$ cat config.mk
export PLATFORM = sky130hd
export DESIGN_NAME = bpm_protect_ctrl
export DESIGN_NICKNAME = d
export VERILOG_FILES = /design/src/rtl/bpm_pkg.sv /design/src/rtl/bpm_delay_counter.sv /design/src/rtl/bpm_qualify.sv /design/src/rtl/bpm_mode_fsm.sv /design/src/rtl/bpm_protect_ctrl.sv
export SDC_FILE = /design/constraint.sdc
export NUM_CORES = 1
export LEC_CHECK = 0
export BUFFER_PORTS_ARGS = -buffer_cell sky130_fd_sc_hd__buf_2
export CORE_MARGIN = 3
export CORE_UTILIZATION = 64
export CTS_CLUSTER_DIAMETER = 50
export DETAILED_ROUTE_END_ITERATION = 12
export HOLD_SLACK_MARGIN = 0.06
export PLACE_DENSITY = 0.87
export SLEW_MARGIN = 20
export SYNTH_ARGS = -nofsm -noshare
export SYNTH_HDL_FRONTEND = slang
export SYNTH_SLANG_ARGS = --single-unit
$ cat constraint.sdc
create_clock -name clk -period 4.9 [get_ports clk]
set_input_delay 0.98 -clock clk [delete_from_list [all_inputs] [get_ports clk]]
set_output_delay 0.98 -clock clk [all_outputs]
set_load 0.005 [all_outputs]
$ cat src/rtl/bpm_pkg.sv
package bpm_pkg;

    typedef enum logic [2:0] {
        M_NORMAL,
        M_OVCHG,
        M_OVCHG_SHORT,
        M_UNDERV,
        M_UNDERV_CHG,
        M_DISCH_OC,
        M_CHG_OC
    } mode_e;

    typedef struct packed {
        logic chg_en;
        logic dchg_en;
        logic pullup_en;
        logic pulldown_en;
        logic standby;
    } drive_t;

    typedef struct packed {
        logic ov;
        logic ovrel_below;
        logic uv;
        logic uvrel_above;
        logic wake_above;
        logic dis_oc;
        logic shortc;
        logic disrel_low;
        logic chg_oc;
        logic chgrel_high;
        logic charger;
        logic load;
    } sense_t;

    localparam int NDLY      = 9;
    localparam int DL_OV     = 0;
    localparam int DL_OVREL  = 1;
    localparam int DL_UV     = 2;
    localparam int DL_UVREL  = 3;
    localparam int DL_DISOC  = 4;
    localparam int DL_SHORT  = 5;
    localparam int DL_DISREL = 6;
    localparam int DL_CHGOC  = 7;
    localparam int DL_CHGREL = 8;

    function automatic drive_t drive_of(mode_e m);
        drive_t d;
        d = '{chg_en: 1'b1, dchg_en: 1'b1, pullup_en: 1'b0, pulldown_en: 1'b0, standby: 1'b0};
        case (m)
            M_OVCHG:       d.chg_en = 1'b0;
            M_OVCHG_SHORT: begin d.chg_en = 1'b0; d.dchg_en = 1'b0; d.pulldown_en = 1'b1; end
            M_UNDERV:      begin d.dchg_en = 1'b0; d.pullup_en = 1'b1; d.standby = 1'b1; end
            M_DISCH_OC:    begin d.dchg_en = 1'b0; d.pulldown_en = 1'b1; end
            M_CHG_OC:      d.chg_en = 1'b0;
            default:       ;
        endcase
        return d;
    endfunction

endpackage

$ cat src/rtl/bpm_delay_counter.sv
module bpm_delay_counter #(
    parameter int unsigned LIMIT = 4,
    parameter int          CW    = 3
) (
    input  logic clk,
    input  logic rst,
    input  logic tick,
    input  logic qual,
    output logic done
);
    localparam logic [CW-1:0] LAST = CW'(LIMIT - 1);

    logic [CW-1:0] cnt;

    assign done = qual && tick && (cnt == LAST);

    always_ff @(posedge clk) begin
        if (rst || !qual) begin
            cnt <= '0;
        end else if (tick) begin
            cnt <= (cnt == LAST) ? '0 : cnt + 1'b1;
        end
    end

    // a partial count can only exist if the condition held on the previous edge
    a_r12_need_hold: assert property (@(posedge clk) disable iff (rst)
        (cnt != '0) |-> $past(qual));

    // the count never passes its terminal value
    a_r12_bounded: assert property (@(posedge clk) disable iff (rst)
        32'(cnt) < LIMIT);

endmodule

$ cat src/rtl/bpm_qualify.sv
module bpm_qualify
    import bpm_pkg::*;
(
    input  mode_e           mode,
    input  sense_t          s,
    output logic [NDLY-1:0] qual
);
    always_comb begin
        qual             = '0;
        qual[DL_OV]      = (mode == M_NORMAL) && s.ov;
        qual[DL_OVREL]   = (mode == M_OVCHG) && !s.charger && s.ovrel_below;
        qual[DL_UV]      = (mode == M_NORMAL) && s.uv;
        qual[DL_UVREL]   = (mode == M_UNDERV_CHG) && s.uvrel_above;
        qual[DL_DISOC]   = (mode == M_NORMAL) && s.dis_oc;
        qual[DL_SHORT]   = ((mode == M_NORMAL) || (mode == M_OVCHG)) && s.shortc;
        qual[DL_DISREL]  = ((mode == M_DISCH_OC) || (mode == M_OVCHG_SHORT))
                           && !s.load && s.disrel_low;
        qual[DL_CHGOC]   = (mode == M_NORMAL) && s.chg_oc;
        qual[DL_CHGREL]  = (mode == M_CHG_OC) && !s.charger && s.chgrel_high;
    end
endmodule

$ cat src/rtl/bpm_mode_fsm.sv
module bpm_mode_fsm
    import bpm_pkg::*;
(
    input  logic            clk,
    input  logic            rst,
    input  logic [NDLY-1:0] done,
    input  logic            charger,
    input  logic            wake,
    output mode_e           mode,
    output drive_t          drv
);
    mode_e mode_n;

    always_comb begin
        mode_n = mode;
        case (mode)
            M_NORMAL: begin
                if (done[DL_SHORT])      mode_n = M_DISCH_OC;
                else if (done[DL_DISOC]) mode_n = M_DISCH_OC;
                else if (done[DL_UV])    mode_n = M_UNDERV;
                else if (done[DL_OV])    mode_n = M_OVCHG;
                else if (done[DL_CHGOC]) mode_n = M_CHG_OC;
            end
            M_OVCHG: begin
                if (done[DL_SHORT])      mode_n = M_OVCHG_SHORT;
                else if (done[DL_OVREL]) mode_n = M_NORMAL;
            end
            M_OVCHG_SHORT: if (done[DL_DISREL]) mode_n = M_OVCHG;
            M_UNDERV: begin
                if (charger)   mode_n = M_UNDERV_CHG;
                else if (wake) mode_n = M_NORMAL;
            end
            M_UNDERV_CHG: begin
                if (done[DL_UVREL]) mode_n = M_NORMAL;
                else if (!charger)  mode_n = M_UNDERV;
            end
            M_DISCH_OC: if (done[DL_DISREL]) mode_n = M_NORMAL;
            M_CHG_OC:   if (done[DL_CHGREL]) mode_n = M_NORMAL;
            default:    mode_n = M_NORMAL;
        endcase
    end

    always_ff @(posedge clk) begin
        if (rst) begin
            mode <= M_NORMAL;
            drv  <= drive_of(M_NORMAL);
        end else begin
            mode <= mode_n;
            drv  <= drive_of(mode_n);
        end
    end

    // entry into over-charge only on a completed over-voltage count
    a_r2_ov_entry: assert property (@(posedge clk) disable iff (rst)
        (mode == M_OVCHG && $past(mode) == M_NORMAL) |-> $past(done[DL_OV]));

    // a charger seen in standby always brings the block out to the charging sub-mode
    a_r4_charger_exit: assert property (@(posedge clk) disable iff (rst)
        ($past(mode) == M_UNDERV && $past(charger)) |-> (mode == M_UNDERV_CHG));

    // no charge over-current trip straight out of the over-discharge charging sub-mode
    a_r6_no_chgoc: assert property (@(posedge clk) disable iff (rst)
        ($past(mode) == M_UNDERV_CHG) |-> (mode != M_CHG_OC));

    // leaving the short trip taken during over-charge lands in over-charge
    a_r10_short_return: assert property (@(posedge clk) disable iff (rst)
        ($past(mode) == M_OVCHG_SHORT && mode != M_OVCHG_SHORT) |-> (mode == M_OVCHG));

endmodule

$ cat src/rtl/bpm_protect_ctrl.sv
module bpm_protect_ctrl
    import bpm_pkg::*;
#(
    parameter int unsigned T_OVCHG  = 10000,
    parameter int unsigned T_OVREL  = 160,
    parameter int unsigned T_UNDERV = 200,
    parameter int unsigned T_UVREL  = 11,
    parameter int unsigned T_DISOC  = 120,
    parameter int unsigned T_SHORT  = 4,
    parameter int unsigned T_DISREL = 40,
    parameter int unsigned T_CHGOC  = 160,
    parameter int unsigned T_CHGREL = 40
) (
    input  logic clk,
    input  logic rst,
    input  logic tick,
    input  logic cell_over_v,
    input  logic cell_below_ovrel,
    input  logic cell_under_v,
    input  logic cell_above_uvrel,
    input  logic cell_above_wake,
    input  logic sense_dis_oc,
    input  logic sense_short,
    input  logic sense_below_dis_rel,
    input  logic sense_chg_oc,
    input  logic sense_above_chg_rel,
    input  logic charger_present,
    input  logic load_present,
    output logic chg_sw_en,
    output logic dchg_sw_en,
    output logic sense_pullup_en,
    output logic sense_pulldown_en,
    output logic standby
);
    function automatic int unsigned lim_sel(int idx);
        case (idx)
            DL_OV:     return T_OVCHG;
            DL_OVREL:  return T_OVREL;
            DL_UV:     return T_UNDERV;
            DL_UVREL:  return T_UVREL;
            DL_DISOC:  return T_DISOC;
            DL_SHORT:  return T_SHORT;
            DL_DISREL: return T_DISREL;
            DL_CHGOC:  return T_CHGOC;
            default:   return T_CHGREL;
        endcase
    endfunction

    function automatic int unsigned lim_max();
        int unsigned m = 1;
        for (int i = 0; i < NDLY; i++) begin
            if (lim_sel(i) > m) m = lim_sel(i);
        end
        return m;
    endfunction

    localparam int CW = $clog2(lim_max() + 1);

    sense_t          s;
    mode_e           mode;
    drive_t          drv;
    logic [NDLY-1:0] qual;
    logic [NDLY-1:0] done;

    assign s = '{ov: cell_over_v, ovrel_below: cell_below_ovrel, uv: cell_under_v,
                 uvrel_above: cell_above_uvrel, wake_above: cell_above_wake,
                 dis_oc: sense_dis_oc, shortc: sense_short, disrel_low: sense_below_dis_rel,
                 chg_oc: sense_chg_oc, chgrel_high: sense_above_chg_rel,
                 charger: charger_present, load: load_present};

    bpm_qualify u_qual (.mode(mode), .s(s), .qual(qual));

    for (genvar g = 0; g < NDLY; g++) begin : g_dly
        bpm_delay_counter #(.LIMIT(lim_sel(g)), .CW(CW)) u_cnt (
            .clk(clk), .rst(rst), .tick(tick), .qual(qual[g]), .done(done[g])
        );
    end

    bpm_mode_fsm u_fsm (
        .clk(clk), .rst(rst), .done(done), .charger(charger_present),
        .wake(cell_above_wake), .mode(mode), .drv(drv)
    );

    assign chg_sw_en         = drv.chg_en;
    assign dchg_sw_en        = drv.dchg_en;
    assign sense_pullup_en   = drv.pullup_en;
    assign sense_pulldown_en = drv.pulldown_en;
    assign standby           = drv.standby;

    // standby always comes with the pull-up on and the discharge path off
    a_r3_standby_shape: assert property (@(posedge clk) disable iff (rst)
        standby |-> (sense_pullup_en && !dchg_sw_en));

    // pull-up and pull-down are never on together
    a_r7_pull_excl: assert property (@(posedge clk) disable iff (rst)
        !(sense_pullup_en && sense_pulldown_en));

endmodule

### Word level (Yosys, flattened, before mapping)

Index checks and enable logic that the tools add are counted.

| operators by class | value |
|---|---|
| $add $sub $neg | 9 |
| multipliers | 0 |
| divide/modulo/power cells | 0 |
| magnitude comparators | 0 |
| equality and inequality tests | 20 |
| shifts and indexed selects | 0 |
| mux-type cells | 28 |
| bitwise operators | 0 |
| reductions and logical operators | 56 |

Operators with widths:

| kind | count |
|---|---|
| $add A14 B1 Y14 const B | 9 |
| $mux W14 | 9 |
| $eq A14 B8 Y1 const B | 3 |
| $mux W3 | 14 |
| $logic_and A1 B1 Y1 | 30 |
| $eq A14 B6 Y1 const B | 2 |
| $pmux W3 S7 | 1 |
| $eq A3 B3 Y1 const B | 5 |
| $eq A14 B14 Y1 const B | 1 |
| $eq A14 B2 Y1 const B | 1 |
| $eq A14 B4 Y1 const B | 1 |
| $eq A14 B7 Y1 const B | 1 |
| $eq A3 B2 Y1 const B | 4 |
| $logic_not A1 Y1 | 11 |
| $logic_or A1 B1 Y1 | 11 |
| $eq A3 B1 Y1 const B | 2 |
| $reduce_or A3 Y1 | 2 |
| $mux W1 | 4 |
| $logic_not A3 Y1 | 1 |
| $reduce_or A2 Y1 | 1 |

| storage, ports and cells | value |
|---|---|
| flip-flop bits (word level) | 133 |
| bits in latches | 0 |
| bits in writable memories | 0 |
| bits in read-only memories | 0 |
| bits of input ports | 15 |
| output and inout bits | 5 |
| logic and storage cells | 127 |
| memories | 0 |

### Depth between registers and ports, before layout

Gate-level depths: netlist of the first run.

| logic depth | value |
|---|---|
| word-level depth | 13 |
| gate-level depth with buffers | 9 |
| mapped depth without buffers | 9 |

### Hierarchy

From an unflattened synthesis of the first run, not the netlist that was laid out.

| second synthesis, totals | value |
|---|---|
| cell total of the unflattened synthesis | 757 |
| area, all modules | 6,967.9 sq um |

Modules (own cells, without submodules):

| module | instances | cells an instance | area each (sq um) | seq. area each (sq um) |
|---|---|---|---|---|
| bpm_delay_counter at g_dly[6].u_cnt ... | 2 | 77 | 719.4 | 280.3 |
| bpm_delay_counter at g_dly[1].u_cnt ... | 2 | 76 | 675.6 | 280.3 |
| bpm_delay_counter at g_dly[3].u_cnt | 1 | 79 | 758.2 | 280.3 |
| bpm_delay_counter at g_dly[4].u_cnt | 1 | 74 | 749.5 | 280.3 |
| bpm_delay_counter at g_dly[5].u_cnt | 1 | 77 | 724.4 | 280.3 |
| bpm_delay_counter at g_dly[0].u_cnt | 1 | 79 | 704.4 | 280.3 |
| bpm_delay_counter at g_dly[2].u_cnt | 1 | 77 | 695.7 | 280.3 |
| bpm_mode_fsm | 1 | 50 | 442.9 | 140.1 |
| bpm_qualify | 1 | 15 | 102.6 | 0.0 |

### Worst setup path after synthesis of the first run

No wires, ideal clock.

| timing path | value |
|---|---|
| path type | input to register |
| start | in tick |
| end | reg u_fsm.drv[4] (netlist name) |
| setup time | 0.125 ns |
| data arrival time | 2.561 ns |
| required time | 4.775 ns |
| setup slack | 2.214 ns |
| stages on the path | 8 |
| buffers on the path | 1 |
| path through | clkbuf_1 nand4_1 nand4b_1 o2111ai_1 a21oi_1 a211o_1 nor4b_2 a31oi_1 |

| between the ends | value |
|---|---|
| longest elaborated chain between the ends | 11 |
| elaborated cells between the ends (all ways) | 35 |
| those cells by class | eq/ne (3); mux (13); reduce/logical (19) |

RTL lines:

| item | RTL line | RTL |
|---|---|---|
| from (decl) | bpm_protect_ctrl.sv:16 | `input logic tick,` |
| $logic_and A1 B1 Y1 (2 in series) | bpm_delay_counter.sv:15 | `assign done = qual && tick && (cnt == LAST);` |
| $mux W3 | bpm_mode_fsm.sv:22 | `else if (done[DL_CHGOC]) mode_n = M_CHG_OC;` |
| $mux W3 | bpm_mode_fsm.sv:21 | `else if (done[DL_OV]) mode_n = M_OVCHG;` |
| $mux W3 | bpm_mode_fsm.sv:20 | `else if (done[DL_UV]) mode_n = M_UNDERV;` |
| $mux W3 | bpm_mode_fsm.sv:19 | `else if (done[DL_DISOC]) mode_n = M_DISCH_OC;` |
| $mux W3 | bpm_mode_fsm.sv:18 | `if (done[DL_SHORT]) mode_n = M_DISCH_OC;` |
| $pmux W3 S7 (*) | bpm_mode_fsm.sv:16 | `case (mode)` |
| $eq A3 B1 Y1 (tied with other cells) | bpm_pkg.sv:50 | `case (m)` |
| $reduce_or A3 Y1 (no line) (*) | - |  |
| $mux W1 (*) | bpm_pkg.sv:50 |  |

Every way passes the cells marked *; elsewhere a longest branch is shown, timed or not.
A chain may end at the register's enable or synchronous reset.

### Worst setup path after layout of the first run

| timing path | value |
|---|---|
| start | in tick |
| end | reg u_fsm.drv[4] (netlist name) |

| between the ends | value |
|---|---|
| longest elaborated chain between the ends | 11 |
| elaborated cells between the ends (all ways) | 35 |
| those cells by class | eq/ne (3); mux (13); reduce/logical (19) |

RTL lines:

| item | RTL line |
|---|---|
| $logic_and A1 B1 Y1 (2 in series) | bpm_delay_counter.sv:15 |
| $mux W3 | bpm_mode_fsm.sv:22 |
| $mux W3 | bpm_mode_fsm.sv:21 |
| $mux W3 | bpm_mode_fsm.sv:20 |
| $mux W3 | bpm_mode_fsm.sv:19 |
| $mux W3 | bpm_mode_fsm.sv:18 |
| $pmux W3 S7 (*) | bpm_mode_fsm.sv:16 |
| $eq A3 B1 Y1 (tied with other cells) | bpm_pkg.sv:50 |
| $reduce_or A3 Y1 (no line) (*) | - |
| $mux W1 (*) | bpm_pkg.sv:50 |

Marks and branches as above.

==> results of run 1 <==
[layout by cell type (no fill, tap or decap), types with 19 or more instances in the layout]
cell type / synthesis / layout
nand3_1: 28 / 28
xnor2_1: 29 / 29
dfxtp_1: 133 / 133
nor2_1: 140 / 140
o21ai_0: 19 / 19
nand4_1: 35 / 35
nand2_1: 72 / 72
buf_2: 1 / 19
xor2_1: 72 / 72
[metal layers]
layer	GRT usage, %	wire length, um	vias up
met5	0	0	-
met1	29.6	5580	2417
met4	10.1	335	0
met2	41.8	6510	129
li1	-	-	2522
met3	5.71	508	39
[registers in the layout, indices dropped and copies added, names as in the netlist]
name,flops
g_dly.u_cnt.cnt,126
u_fsm.drv,4
u_fsm.mode,3
[cell families (layout without fill, tap and decap cells)]
kind of cell / Yosys count / in the layout / share of synthesized area (%)
compound gates: 56 / 56 / 5.72
xor+xnor: 101 / 101 / 14.3
fa+ha+maj: 10 / 10 / 2.02
buf+inv: 34 / 64 / 2.53
flops: 133 / 133 / 43.0
mux: 7 / 7 / 1.13
simple gates: 382 / 382 / 31.3
[report_power, final]
| group | switching, mW | leakage [nW] | internal (mW) | total, mW |
|---|---|---|---|---|
| combinational | 0.0303 | 1.07 | 0.0154 | 0.0458 |
| sequential | 0.00288 | 1.07 | 1.08 | 1.09 |
| clock | 0.446 | 0.288 | 0.833 | 1.28 |
[final cells by class]
| class | instances | area [um2] | area share (%) |
|---|---|---|---|
| Multi-Input combinational cell | 556 | 3370 | 48.6 |
| Sequential cell | 133 | 2660 | 38.3 |
| Clock buffer | 21 | 439 | 6.32 |
| Tap cell | 129 | 161 | 2.32 |
| Clock inverter | 10 | 155 | 2.23 |
| Timing Repair Buffer | 20 | 103 | 1.48 |
| Inverter | 13 | 48.8 | 0.703 |
[critical path: cells and delay by family]
family          cells  cell delay, ps
compound gates      3             800
buf+inv             2             880
simple gates        4             740
[final timing paths]
check / to / slack, ps / depth (start not counted)
worst min-delay path: g_dly[4].u_cnt.cnt[13] / 490 / 2
worst min register to register: g_dly[4].u_cnt.cnt[13] / 490 / 2
worst max register to register: u_fsm.drv[4] / 2270 / 7
worst max-delay path: u_fsm.drv[4] / 1920 / 9
[through the flow]
stage | utilization [%] | cell area (um2) | cells
after floorplan | - | 6190 | 723
after global placement | 68.1 | 6350 | 851
after detailed placement | 68.1 | 6350 | 851
after CTS | 74.4 | 6940 | 882
after global routing | 74.4 | 6940 | 882
final | 74.4 | 6940 | 882
==> impl_results.md, run 1 <==
- Status: complete, no violations
- Post-DP HPWL: slightly below 9000 um
- Worst-Margin Slew: 614 ps
- Top cell type's share of synthesized area: between 40% and 50%
- Tcrit/Tclk final: a little over 60%
- Setup bufs post-CTS: 0
- Worst EP arrival: roughly 3400 ps
- CTS clk-pin slew, worst paths: roughly 60 ps
- TritonRoute pass-1 iters: 5
- CP most frequent cell: and3_1
- Synthesized flop and latch total: roughly 130
- Tightest Hold Check Type: reg -> reg
- Max-Cap Viols: 0
- # DRC: 0
- Vias: 5107
- WS Path Type: in -> reg
- Layout area overhead: 12.1%
- Cell Rows: 35
- Critical Path RT: ~5400 ps
- Final wirelength: between 10000 and 15000 um
- Lkg Pwr: about 2.4 nW
- Antenna fix cells: 0
- Largest net degree at the start of global routing: 34
- Fmax: 336 MHz
- Max IR drop VDD: approximately 0.28 mV
- # hold bufs at CTS: 0
- Wire per inst: about 15 um
- Total congestion overflow: 0
- Yosys warning total: 0
- Count leader, synth: nor2_1
- Die area: approximately 0.011 mm2
- Synthesized cell area: a little over 0.006 mm2
- Synth top cells by count: nor2_1 (140), dfxtp_1 (133), nand2_1 (72), xor2_1 (72), nand4_1 (35)
- Die Y: 104 um
- CP endpoint kind: flip-flop
- Top FF cell, synth: dfxtp_1
- Maximum buffer depth of the clock tree: 2
- Min-Delay Startpoint: g_dly[4].u_cnt.cnt[13]
- PD cells: approximately 350 mW/mm2
- Synthesized net count: between 700 and 800
- CP startpoint kind: input pin
- Buffers on Ports: 19
- Hold_ws: 489 ps
- Routability congestion estimate: slightly above 0.9
- Slew Viols, Final: 0
- Crit path time final: between 2000 and 3000 ps
- Core area: 0.00933 mm2
- Vias in the first global route: about 5000
- Skew-Pair Late Insertion Delay: approximately 530 ps
- Clock Sinks: approximately 130
- Synth Area per Inst: between 8 and 9 um2
- Post-cts resize count: 0
- Avg Vias per Cell: 5.79
- Final nets: between 700 and 800
- Cells after synthesis: 723
- Worst clock skew: 6.77 ps
- Netlist cell types: 59
- Reg2reg start: g_dly[6].u_cnt.cnt[5]
- Final worst setup slack: between 1500 and 2000 ps
- Fill cells: roughly 630
- Remaining antenna violation count: 0
- Clk root buf: clkbuf_8
- Worst path cell trace: buf_2 > buf_4 > and3_1 > and3_1 > o2111ai_1 > o31ai_1 > nor3b_4 > nor4b_2 > a31oi_1
- Initial Utilization: between 60 and 70%
- CTS tree: yes
- Pre-CTS WS: approximately 1500 ps
- H-tree depth: 4
- Asr flop ratio synth: 0%
- Critical path peak fanout: 33
- Cell taking the most area after synthesis: dfxtp_1
- EDFF count, synth: 0
- Setup TNS Final: 0 ps
- Crit path launch: tick
- GRT Util Overall: ~24%
- Fin. Hold Viols: 0
- Design Power: between 2 and 2.5 mW
- Crit path max-delay cell type: buf_2
- Initial antenna violation count: 0
- CTS Buf Count: 17
- IO Pins: 20
- RSZ-0062 raised after global routing: no
- Initial DRC count: around 250
- Relative max-transition margin: between 50 and 60%
- Setup violations, final: 0
- Chip Width: about 100 um
- Sequential fraction of the synthesis area: ~43%
- Layout cell share with drive strength beyond 1: ~8.1%
- Crit-path max cell delay: between 400 and 500 ps
- Most area-consuming cells after synthesis: dfxtp_1 (43%), xor2_1 (10%), nor2_1 (8.5%)
- First-pass GRT wire length: ~22000 um
Note: power is estimated with default switching activity, not from simulation.
==> run 2, diff against run 1 <==
--- a/config.mk
+++ b/config.mk
@@ -7,11 +7,11 @@
 export LEC_CHECK = 0
 export BUFFER_PORTS_ARGS = -buffer_cell sky130_fd_sc_hd__buf_2
 export CORE_MARGIN = 3
-export CORE_UTILIZATION = 64
+export CORE_UTILIZATION = 56
 export CTS_CLUSTER_DIAMETER = 50
 export DETAILED_ROUTE_END_ITERATION = 12
 export HOLD_SLACK_MARGIN = 0.06
-export PLACE_DENSITY = 0.87
+export PLACE_DENSITY = 0.81
 export SLEW_MARGIN = 20
 export SYNTH_ARGS = -nofsm -noshare
 export SYNTH_HDL_FRONTEND = slang
==> constraint.sdc (replaced) <==
create_clock -name clk -period 2.6 [get_ports clk]
set_input_delay 0.52 -clock clk [delete_from_list [all_inputs] [get_ports clk]]
set_output_delay 0.52 -clock clk [all_outputs]
set_load 0.005 [all_outputs]
==> run 2 against run 1 <==
  * Power rose by 91%
  * Die area rose by 13%
  * Via count rose by 0.45%
  * Global-route usage fell by 2.3 points
  * Design area rose by 1.6%
  * First-iteration DRC count rose by 26%
  * Clock skew rose by 1.5 ps
  * Utilization fell by 7.6 points
==> impl_results.md, run 2 (synthesis results as in run 1) <==
- Vias in the first global route: approximately 5100
- Max-Cap Viols: 0
- Fin area: approximately 0.0071 mm2
- Max IR drop VDD: between 0.4 and 0.5 mV
- Clock Sinks: 133
- Worst setup endpoint: u_fsm.drv[4]
- WP buf/inv: 0
- TritonRoute pass-1 iters: 5
- Status: complete, no violations
- Skew-Pair Late Insertion Delay: around 540 ps
- Vias: 5130
- Routability congestion estimate: 0.960
- CP startpoint kind: flip-flop
- Total congestion overflow: 0
- Lkg Pwr: 2.49 nW
- Worst-Margin Slew: ~600 ps
- Crit path time final: between 2000 and 3000 ps
- Setup bufs post-CTS: 0
- Fin. Hold Viols: 0
- Tcrit/Tclk final: 98.4%
- Max reg flops: between 100 and 150
- PD cells: about 650 mW/mm2
- Initial Utilization: around three fifths
- Avg Vias per Cell: about 5.7
- Initial antenna violation count: 0
- Critical path peak fanout: 5
- # DRC: 0
- RSZ-0062 raised after global routing: yes
- GRT Util Overall: between 20% and 30%
- Cell Rows: 37
- Most frequent cells in the layout: nor2_1 (140), dfxtp_1 (132), nand2_1 (72), xor2_1 (72), nand4_1 (35)
- Post-DP HPWL: approximately 9000 um
- Slew Viols, Final: 0
- Setup violations, final: 0
- Largest net degree at the start of global routing: between 40 and 50
- Crit path launch: g_dly[6].u_cnt.cnt[4]
- WS Path Type: reg -> reg
- Placed cell areas: between 0.006 and 0.007 mm2
- Worst EP arrival: between 2000 and 3000 ps
- Buffers on Ports: 19
- CTS clk-pin slew, worst paths: ~60 ps
- H-tree depth: 4
- First-pass GRT wire length: ~23000 um
- Tightest Hold Check Type: in -> reg
- Worst clock skew: approximately 8.3 ps
- Crit path max-delay cell type: or4bb_4
- Crit-path max cell delay: ~550 ps
- R2R depth: 7
- Remaining antenna violation count: 0
- Final wirelength: ~13000 um
- Layout area overhead: 13.9%
- Commonest non-fill, non-tap cell in the layout: nor2_1
- Final nets: roughly 770
- Layout cell share with drive strength beyond 1: around a tenth
- Largest reg by FF count: g_dly.u_cnt.cnt
- Initial DRC count: 314
- Stages on worst setup path: 7
- Fmax: ~390 MHz
- IO Pins: 20
- Cell class contributing the biggest share of worst-path delay: simple AND/OR/NAND/NOR gates
- Die area: approximately 0.012 mm2
- Maximum buffer depth of the clock tree: 2
- Die Y: about 110 um
- R2r setup slk: 40 ps
- Relative max-transition margin: between 50% and 60%
- Hold_ws: between 300 and 400 ps
- Critical Path RT: approximately 3000 ps
- Core area: 0.0106 mm2
- CTS tree: yes
- CTS Buf Count: 17
- Top flop regs: g_dly.u_cnt.cnt (126), u_fsm.drv (4), u_fsm.mode (3)
- Worst path cell trace: or4bb_4 > or4_4 > o311a_4 > o21bai_4 > nor3b_4 > nor4b_4 > a31oi_1
- R2R Path End: u_fsm.drv[4]
- Reg2reg start: g_dly[6].u_cnt.cnt[4]
- Wire per inst: between 10 and 15 um
- Clk root buf: clkbuf_8
- Chip Width: 111 um
- CP endpoint kind: flip-flop
==> run 2: worst min path at each step <==
stage | start | cells after the start | endpoint
5_1_grt | cell_below_ovrel | 3 | g_dly[1].u_cnt.cnt[4]
2_1_floorplan | g_dly[0].u_cnt.cnt[13] | 2 | g_dly[0].u_cnt.cnt[13]
6_report | cell_below_ovrel | 3 | g_dly[1].u_cnt.cnt[4]
3_5_place_dp | g_dly[2].u_cnt.cnt[13] | 2 | g_dly[2].u_cnt.cnt[13]
4_1_cts | rst | 2 | u_fsm.drv[1]
3_3_place_gp | g_dly[0].u_cnt.cnt[13] | 2 | g_dly[0].u_cnt.cnt[13]
==> run 2: repair_timing <==
action	CTS	global route
hold buffers	0	0
endpoints found under the setup margin	0	2
gates resized for setup	0	4
==> run 2: per-layer routing <==
layer  vias to the layer above  share of wire, %  track usage (%)
met5                         -                 0                0
met4                         0               3.0             11.9
met3                        34               3.5             6.00
met2                        98                51             39.0
met1                      2452                42             24.1
li1                       2546                 -                -
==> run 2: cell type report <==
| class | count | area, um2 |
|---|---|---|
| Clock inverter | 10 | 153 |
| Clock buffer | 21 | 459 |
| Inverter | 13 | 48.8 |
| Antenna cell | 1 | 2.50 |
| Sequential cell | 133 | 2660 |
| Timing Repair Buffer | 27 | 168 |
| Tap cell | 136 | 170 |
| Fill cell | 802 | 3500 |
| Multi-Input combinational cell | 556 | 3390 |
==> run 2: where the power goes <==
part | leakage, nW | total, mW | internal [mW] | switching, mW
clock network | 0.303 | 2.47 | 1.62 | 0.853
registers | 1.07 | 2.05 | 2.04 | 0.00579
logic | 1.12 | 0.0886 | 0.0314 | 0.0572
==> run 2: worst register-to-register path: cells and delay by family (launching register included) <==
kind,cells,cell delay (ps)
and+or+nand+nor,4,1560
DFF,1,350
AOI/OAI and AO/OA,3,530
==> run 2: stage by stage <==
stage / setup TNS, ps / instances / power (mW) / worst slack, ps / util (%)
after floorplan: 0 / 723 / 2.15 / 194 / -
after global placement: 0 / 865 / 2.18 / 107 / 60.9
after detailed placement: -10.2 / 865 / 2.18 / -10.2 / 60.9
after CTS: 0 / 896 / 4.64 / 30.9 / 66.7
after global routing: -128 / 896 / 4.74 / -59.7 / 66.8
final: 0 / 897 / 4.61 / 40.6 / 66.8
